**config.mk**
```make
export PLATFORM = sky130hd
export DESIGN_NAME = pw_engine
export DESIGN_NICKNAME = d
export VERILOG_FILES = /design/src/rtl/pw_pkg.sv /design/src/rtl/pw_page_buf.sv /design/src/rtl/pw_prog_timer.sv /design/src/rtl/pw_engine.sv
export SDC_FILE = /design/constraint.sdc
export NUM_CORES = 1
export LEC_CHECK = 0
export BUFFER_PORTS_ARGS = -buffer_cell sky130_fd_sc_hd__buf_2
export CAP_MARGIN = 25
export CORE_ASPECT_RATIO = 0.7
export CORE_MARGIN = 8
export CORE_UTILIZATION = 23
export DETAILED_ROUTE_END_ITERATION = 6
export SLEW_MARGIN = 30
export SYNTH_ARGS = -nofsm -noshare
export SYNTH_HDL_FRONTEND = slang
export SYNTH_SLANG_ARGS = --single-unit
```
**constraint.sdc**
```tcl
create_clock -name clk_i -period 4.3 [get_ports clk_i]
set_input_delay 1.29 -clock clk_i [delete_from_list [all_inputs] [get_ports clk_i]]
set_output_delay 1.29 -clock clk_i [all_outputs]
set_load 0.02 [all_outputs]
```
**src/rtl/pw_pkg.sv**
```systemverilog
package pw_pkg;
  typedef enum logic [1:0] {
    PW_IDLE    = 2'd0,
    PW_COLLECT = 2'd1,
    PW_PROG    = 2'd2
  } pw_state_e;
endpackage

```
**src/rtl/pw_page_buf.sv**
```systemverilog
module pw_page_buf #(
  parameter int DATA_W = 8,
  parameter int PAGE_W = 4,
  localparam int SLOTS = 1 << PAGE_W
) (
  input  logic              clk_i,
  input  logic              rst_ni,
  input  logic              clr_i,
  input  logic              wr_i,
  input  logic [PAGE_W-1:0] wr_idx_i,
  input  logic [DATA_W-1:0] wr_data_i,
  input  logic [PAGE_W-1:0] rd_idx_i,
  output logic [DATA_W-1:0] rd_data_o,
  output logic              rd_mark_o,
  output logic              any_o
);
  logic [DATA_W-1:0] slot_q [SLOTS];
  logic [SLOTS-1:0]  mark_q;

  for (genvar s = 0; s < SLOTS; s++) begin : g_slot
    always_ff @(posedge clk_i or negedge rst_ni) begin
      if (!rst_ni) begin
        slot_q[s] <= '0;
        mark_q[s] <= 1'b0;
      end else if (clr_i) begin
        mark_q[s] <= 1'b0;
      end else if (wr_i && wr_idx_i == PAGE_W'(s)) begin
        slot_q[s] <= wr_data_i;
        mark_q[s] <= 1'b1;
      end
    end
  end

  assign rd_data_o = slot_q[rd_idx_i];
  assign rd_mark_o = mark_q[rd_idx_i];
  assign any_o     = |mark_q;
endmodule

```
**src/rtl/pw_prog_timer.sv**
```systemverilog
module pw_prog_timer #(
  parameter int PROG_CYCLES = 2000000,
  parameter int PAGE_W      = 4,
  localparam int SLOTS = 1 << PAGE_W,
  localparam int CNT_W = (PROG_CYCLES > 2) ? $clog2(PROG_CYCLES) : 1
) (
  input  logic              clk_i,
  input  logic              rst_ni,
  input  logic              start_i,
  output logic              busy_o,
  output logic              done_o,
  output logic              idx_vld_o,
  output logic [PAGE_W-1:0] idx_o
);
  logic [CNT_W-1:0] cnt_q;
  logic             busy_q;

  always_ff @(posedge clk_i or negedge rst_ni) begin
    if (!rst_ni) begin
      busy_q <= 1'b0;
      cnt_q  <= '0;
    end else if (start_i && !busy_q) begin
      busy_q <= 1'b1;
      cnt_q  <= '0;
    end else if (busy_q) begin
      if (done_o) busy_q <= 1'b0;
      else        cnt_q  <= cnt_q + 1'b1;
    end
  end

  assign busy_o    = busy_q;
  assign done_o    = busy_q && (cnt_q == CNT_W'(PROG_CYCLES - 1));
  // commit one page slot per cycle during the first SLOTS cycles
  assign idx_vld_o = busy_q && (32'(cnt_q) < SLOTS);
  assign idx_o     = cnt_q[PAGE_W-1:0];
endmodule

```
**src/rtl/pw_engine.sv**
```systemverilog
module pw_engine #(
  parameter int ADDR_W      = 10,
  parameter int DATA_W      = 8,
  parameter int PAGE_W      = 4,
  parameter int PROG_CYCLES = 2000000,
  localparam int PG_W = ADDR_W - PAGE_W
) (
  input  logic              clk_i,
  input  logic              rst_ni,
  input  logic              wr_start_i,
  input  logic [ADDR_W-1:0] addr_i,
  input  logic              byte_vld_i,
  input  logic [DATA_W-1:0] byte_i,
  input  logic              stop_i,
  input  logic              wp_i,
  output logic              busy_o,
  output logic              ack_vld_o,
  output logic              ack_o,
  output logic              mem_we_o,
  output logic [ADDR_W-1:0] mem_addr_o,
  output logic [DATA_W-1:0] mem_wdata_o
);
  import pw_pkg::*;

  pw_state_e         state_q;
  logic [PG_W-1:0]   page_q;
  logic [PAGE_W-1:0] off_q;
  logic              ack_vld_q, ack_q;

  logic              buf_any, buf_mark, buf_wr, buf_clr;
  logic [DATA_W-1:0] buf_data;
  logic              tmr_busy, tmr_done, tmr_idx_vld, tmr_start;
  logic [PAGE_W-1:0] tmr_idx;

  logic open_ok, protect, take_start, take_stop, take_byte;

  assign open_ok    = (state_q != PW_PROG);
  assign protect    = wp_i && page_q[PG_W-1];
  assign take_start = open_ok && wr_start_i;
  assign take_stop  = open_ok && !wr_start_i && stop_i;
  assign take_byte  = (state_q == PW_COLLECT) && !wr_start_i && !stop_i && byte_vld_i;

  assign buf_clr    = take_start;
  assign buf_wr     = take_byte && !protect;
  assign tmr_start  = take_stop && (state_q == PW_COLLECT) && buf_any;

  always_ff @(posedge clk_i or negedge rst_ni) begin
    if (!rst_ni) begin
      state_q   <= PW_IDLE;
      page_q    <= '0;
      off_q     <= '0;
      ack_vld_q <= 1'b0;
      ack_q     <= 1'b0;
    end else begin
      ack_vld_q <= take_byte;
      ack_q     <= take_byte && !protect;
      if (take_start) begin
        state_q <= PW_COLLECT;
        page_q  <= addr_i[ADDR_W-1:PAGE_W];
        off_q   <= addr_i[PAGE_W-1:0];
      end else if (take_stop) begin
        state_q <= tmr_start ? PW_PROG : PW_IDLE;
      end else if (buf_wr) begin
        off_q <= off_q + 1'b1;  // wraps inside the page
      end else if (state_q == PW_PROG && tmr_done) begin
        state_q <= PW_IDLE;
      end
    end
  end

  pw_page_buf #(.DATA_W(DATA_W), .PAGE_W(PAGE_W)) u_buf (
    .clk_i     (clk_i),
    .rst_ni    (rst_ni),
    .clr_i     (buf_clr),
    .wr_i      (buf_wr),
    .wr_idx_i  (off_q),
    .wr_data_i (byte_i),
    .rd_idx_i  (tmr_idx),
    .rd_data_o (buf_data),
    .rd_mark_o (buf_mark),
    .any_o     (buf_any)
  );

  pw_prog_timer #(.PROG_CYCLES(PROG_CYCLES), .PAGE_W(PAGE_W)) u_tmr (
    .clk_i     (clk_i),
    .rst_ni    (rst_ni),
    .start_i   (tmr_start),
    .busy_o    (tmr_busy),
    .done_o    (tmr_done),
    .idx_vld_o (tmr_idx_vld),
    .idx_o     (tmr_idx)
  );

  assign busy_o      = tmr_busy;
  assign ack_vld_o   = ack_vld_q;
  assign ack_o       = ack_q;
  assign mem_we_o    = tmr_idx_vld && buf_mark;
  assign mem_addr_o  = {page_q, tmr_idx};
  assign mem_wdata_o = buf_data;
endmodule

```
==> flow_summary.json, run 1 <==
{
  "ys_types": 48,
  "p_leak_uw": 0.00447,
  "place_worst_setup_slack_ns": 0.729,
  "clockBufferDepth": 2,
  "die_y_um": 176,
  "fmax_mhz": 251,
  "period_minus_slack_ns": 3.98,
  "numCtsBuffers": 17,
  "rows": 58,
  "dieArea_um2": 43300,
  "fin_skew_ns": 0.0103,
  "htreeDepth": 4,
  "finalPower_uw": 4060,
  "wl_per_cell_um": 17.7,
  "cts_tree": "done",
  "fin_ws_ns": 0.323,
  "grt_pass1_vias": 5158,
  "end_kind": "output pin",
  "dieWidth_um": 245,
  "synth_cells": 593,
  "drive_above_1_share_pct": 42.9,
  "io_pins": 46,
  "clk_latency_ns": 0.43,
  "via_per_inst": 4.45,
  "ir_drop_v": 0.000296,
  "grt_max_degree": 75,
  "syn_area_per_cell_um2": 14.3,
  "synth_async_sr_flop_share_pct": 100,
  "yosys_register_bits": 180,
  "cts.clk_slew.worst_paths_ns": 0.07,
  "gp_congestion": 0.790,
  "post_cts_resized": 0,
  "dpl.hpwl_um": 13100,
  "grt_pass1_wl_um": 31700,
  "gr-total-overflow": 0,
  "antenna_found_initial": 1,
  "critPathRequiredTime_ns": 3.01,
  "drc_errors": 0,
  "core_um2": 36100,
  "synth.cell_area_um2": 8460,
  "synth_area_leader_cell": "dfrtp_1",
  "hold_path_class": "reg -> reg",
  "postCtsSetupBuffers": 0,
  "worst_pin_slew_ns": 0.969,
  "critPathMaxFanout": 27,
  "netlist.area_leader.share_pct": 53.3,
  "grt_usage_pct": 9.39,
  "p_per_area_nw_per_um2": 415,
  "status": "completed",
  "yosys_warnings": 0,
  "post-synth-top-count-cell": "dfrtp_1",
  "rsz0062_at_grt": "no",
  "port-buffer-count": 45,
  "via_count": 4975,
  "cap_violations": 0,
  "routed_wl_um": 19800,
  "wl_met2_um": 9590,
  "synth_flop_cell": "dfrtp_1",
  "clkSinkCount": 180,
  "finalHoldViolations": 0,
  "yosys-top-cells-count": "180 x dfrtp_1, 122 x mux2_2, 41 x mux4_2",
  "nNetsFinal": 654,
  "met1_length_um": 9040,
  "synth_area_leaders": "dfrtp_1 53%, mux2_2 16%, mux4_2 11%",
  "fin_crit_sh_pct": 92.5,
  "relSlewSlack_pct": 35.4,
  "arrival_ns": 2.69,
  "start_util_pct": 23.4,
  "syn_nets": 622,
  "setup_tns_ns": 0,
  "yosysSeqAreaShare_pct": 53.3,
  "setup_violations": 0,
  "drt_pass1_iterations": 4,
  "antenna_left": 0,
  "critPathKind": "reg -> out",
  "route.top_layer_used": "met4",
  "clock-root-buffer": "clkbuf_16",
  "synth_edf_count": 0,
  "worstSetupStartpointType": "flip-flop",
  "drt-initial-drc-count": 324,
  "hold_buffers": 0,
  "syn_to_final_growth_pct": 15.6,
  "drv_slew": 0,
  "dr_wl_met3_um": 783
}
-- state kept, by name, indices dropped and copies added (netlist names) --
name          count
u_buf.slot_q    128
u_tmr.cnt_q      21
u_buf.mark_q     16
page_q            6
off_q             4
state_q           2
ack_o             1
ack_vld_o         1
u_tmr.busy_o      1
-- layout by cell type (no fill, tap or decap), drive strengths merged, types with 2 or more instances in the layout --
| master | instances |
|---|---|
| inv | 12 |
| a21oi | 8 |
| nand2 | 42 |
| and3 | 4 |
| nand3 | 9 |
| bufinv | 2 |
| nor4 | 8 |
| nor4b | 2 |
| clkinv | 5 |
| clkbuf | 19 |
| a211oi | 2 |
| dfrtp | 180 |
| nor3 | 10 |
| ha | 5 |
| and2 | 9 |
| o21ai | 13 |
| nand4 | 14 |
| mux2 | 134 |
| xnor2 | 6 |
| or3 | 6 |
| mux4 | 44 |
| xor2 | 6 |
| nor2 | 20 |
| o21a | 4 |
| nand2b | 2 |
| nor3b | 2 |
| a21o | 8 |
| buf | 52 |
-- worst max-delay path, stage by stage (launching register included) --
cell and delay [ns]:
dfrtp_2 0.71, buf_12 0.29, mux4_2 0.54, mux4_1 0.53, buf_2 0.18
-- final timing paths --
| path | depth (start not counted) | slack [ns] | to | startpoint |
|---|---|---|---|---|
| max | 4 | 0.32 | mem_wdata_o[7] | u_tmr.cnt_q[0]$_DFFE_PN0P_ |
| min | 1 | 0.50 | u_buf.slot_q[20]$_DFFE_PN0P_ | u_buf.slot_q[20]$_DFFE_PN0P_ |
| max reg2reg | 7 | 1.79 | u_tmr.cnt_q[18]$_DFFE_PN0P_ | u_tmr.cnt_q[0]$_DFFE_PN0P_ |
| min reg2reg | 1 | 0.50 | u_buf.slot_q[20]$_DFFE_PN0P_ | u_buf.slot_q[20]$_DFFE_PN0P_ |
| max in group asynchronous | 2 | 2.54 | u_buf.slot_q[24]$_DFFE_PN0P_ | rst_ni |
| min in group asynchronous | 1 | 0.88 | u_buf.slot_q[73]$_DFFE_PN0P_ | rst_ni |
-- per-stage QoR --
step | hold WS [ns] | instance area (um2) | util (%) | std cells
after floorplan | 0.456 | 8460 | - | 593
after global placement | 0.481 | 9150 | 25.4 | 1086
after detailed placement | 0.480 | 9150 | 25.4 | 1086
after CTS | 0.495 | 9770 | 27.1 | 1118
after global routing | 0.513 | 9780 | 27.1 | 1118
final | 0.495 | 9780 | 27.1 | 1119
-- report_power, final --
group | total, uW | leakage (uW) | internal (uW) | switching (uW)
logic | 418 | 0.00180 | 241 | 177
registers | 2010 | 0.00236 | 1890 | 113
clock network | 1630 | 0.000306 | 903 | 730
-- routing by layer --
layer  vias to the layer above  GRT usage (%)
li1                       2254              -
met1                      2582           12.5
met2                       113           15.2
met3                        26           1.59
met4                         0           3.62
met5                         -              0
-- cell type report --
| class | instances | area, um2 |
|---|---|---|
| inverter | 5 | 18.8 |
| multi-input combinational | 368 | 3710 |
| timing repair buffer | 53 | 319 |
| tap | 480 | 601 |
| fill | 3639 | 26300 |
| sequential | 180 | 4510 |
| clock inverter | 14 | 183 |
| clock buffer | 18 | 439 |
| antenna | 1 | 2.50 |
-- kinds of logic after synthesis --
kind of cell	Yosys count	share of synthesized area (%)
AO/OA/AOI/OAI	40	3.02
XOR/XNOR	12	1.24
adder cells (fa/ha/maj)	5	0.740
buffers and inverters	45	2.94
flip-flops	180	53.3
multiplexers	179	30.1
AND/OR/NAND/NOR	132	8.70
No activity file was read; power rests on OpenSTA's default activity.
==> run 2, diff against run 1 <==
--- a/config.mk
+++ b/config.mk
@@ -11,6 +11,7 @@
 export CORE_MARGIN = 8
 export CORE_UTILIZATION = 23
 export DETAILED_ROUTE_END_ITERATION = 6
+export PLACE_DENSITY = 0.4
 export SLEW_MARGIN = 30
 export SYNTH_ARGS = -nofsm -noshare
 export SYNTH_HDL_FRONTEND = slang
==> flow_summary.json, run 2 (synthesis results as in run 1) <==
{
  "status": "completed",
  "layout_commonest_cell": "dfrtp_1",
  "setup_tns_ns": 0,
  "critPathRequiredTime_ns": 3.01,
  "arrival_ns": 2.64,
  "clockBufferDepth": 2,
  "gr-total-overflow": 0,
  "drive_above_1_share_pct": 42.9,
  "final_cell_mix": "178 x dfrtp_1, 122 x mux2_2, 44 x buf_2",
  "clkSinkCount": 180,
  "period_minus_slack_ns": 3.93,
  "holdWs_ns": 0.501,
  "port-buffer-count": 45,
  "grt_usage_pct": 10.3,
  "dp.cells": 1086,
  "worstSetupStartpointType": "flip-flop",
  "fin_skew_ns": 0.0100,
  "post_cts_resized": 0,
  "postCtsSetupBuffers": 0,
  "rsz0062_at_grt": "no",
  "stdcell_count": 1118,
  "p_leak_uw": 0.00446,
  "core_um2": 36100,
  "dieArea_um2": 43300,
  "die_y_um": 176,
  "fin_crit_sh_pct": 91.4,
  "start_util_pct": 23.4,
  "ir_drop_v": 0.000250,
  "numCtsBuffers": 17,
  "cp_cell_sequence": "buf_12 -> mux4_2 -> mux4_1 -> buf_2",
  "switching_power_uw": 1010,
  "diodes": 0,
  "drt_pass1_iterations": 4,
  "worst-path-buf-inv": 2,
  "power.internal_uw": 3010,
  "fmax_mhz": 254,
  "regMostFlops": "u_buf.slot_q",
  "cap_violations": 0,
  "dieWidth_um": 245,
  "grt_pass1_vias": 5424,
  "hold_buffers": 0,
  "cts.clk_slew.worst_paths_ns": 0.07,
  "grt_max_degree": 82,
  "hold_path_class": "reg -> reg",
  "antenna_found_initial": 1,
  "clk_latency_ns": 0.42,
  "drt-initial-drc-count": 281,
  "dpl.hpwl_um": 14500,
  "p_per_area_nw_per_um2": 412,
  "cp_slowest_stage_delay_ns": 0.60,
  "setup_violations": 0,
  "combPwrFrac_pct": 10.4,
  "drv_slew": 0,
  "seq_power_share_pct": 49.7,
  "io_pins": 46,
  "critPathMaxFanout": 23,
  "critPathKind": "reg -> out",
  "gp_congestion": 0.748,
  "antenna_left": 0,
  "nNetsFinal": 654,
  "relSlewSlack_pct": 44.6,
  "largest_register_ffs": 128,
  "p_sw_share_pct": 25.2,
  "syn_to_final_growth_pct": 15.4,
  "clock-root-buffer": "clkbuf_16",
  "drc_errors": 0,
  "p_clk_share_pct": 39.8,
  "cts_tree": "done",
  "finalHoldViolations": 0,
  "end_kind": "output pin",
  "via_per_inst": 4.50,
  "postLayoutCoreUtil_pct": 27.1,
  "htreeDepth": 4,
  "top_regs": "u_buf.slot_q x128, u_tmr.cnt_q x21, u_buf.mark_q x16",
  "wl_per_cell_um": 19.4,
  "worst_path_max_delay_cell": "mux4_1",
  "routed_wl_um": 21600,
  "worst_pin_slew_ns": 0.831,
  "finalPower_uw": 4020,
  "via_count": 5028,
  "grt_pass1_wl_um": 34500,
  "critical_path.top_delay_family": "multiplexers",
  "rows": 58
}
==> run 2: path summary, 6_finish.rpt <==
| kind | startpoint | cells after the start | to | slack, ns |
|---|---|---|---|---|
| min reg2reg | page_q[3]$_DFFE_PN0P_ | 1 | page_q[3]$_DFFE_PN0P_ | 0.50 |
| min | page_q[3]$_DFFE_PN0P_ | 1 | page_q[3]$_DFFE_PN0P_ | 0.50 |
| max | u_tmr.cnt_q[0]$_DFFE_PN0P_ | 4 | mem_wdata_o[7] | 0.37 |
| max reg2reg | u_tmr.cnt_q[3]$_DFFE_PN0P_ | 6 | u_tmr.cnt_q[13]$_DFFE_PN0P_ | 1.85 |
| max in group asynchronous | rst_ni | 2 | u_buf.slot_q[89]$_DFFE_PN0P_ | 2.46 |
| min in group asynchronous | rst_ni | 1 | page_q[2]$_DFFE_PN0P_ | 0.91 |
==> run 2: power by group through the flow <==
stage / clock network [uW] / registers (uW) / logic [uW]
after global placement: 0 / 2020 / 411
after global routing: 1720 / 2030 / 463
after detailed placement: 0 / 2030 / 430
after floorplan: 0 / 2000 / 297
after CTS: 1660 / 2000 / 432
final: 1600 / 2000 / 420
==> run 2: through the flow <==
| step | cell area, um2 | setup slack (ns) |
|---|---|---|
| after floorplan | 8460 | 1.18 |
| after global placement | 9160 | 0.787 |
| after detailed placement | 9160 | 0.798 |
| after CTS | 9760 | 0.310 |
| after global routing | 9760 | 0.257 |
| final | 9760 | 0.369 |
==> run 2: layout make-up <==
class	instances	area, um2
Sequential cell	180	4510
Inverter	5	18.8
Clock buffer	17	425
Fill cell	3657	26300
Multi-Input combinational cell	368	3710
Timing Repair Buffer	53	329
Clock inverter	15	170
Tap cell	480	601
==> run 2: metal layers <==
metal / global-route usage [%] / part of all wire (%) / wire length [um]
met4: 2.63 / 1.3 / 271
met5: 0 / 0 / 0
met3: 1.84 / 4.1 / 885
met2: 17.4 / 50 / 10800
met1: 13.7 / 45 / 9730
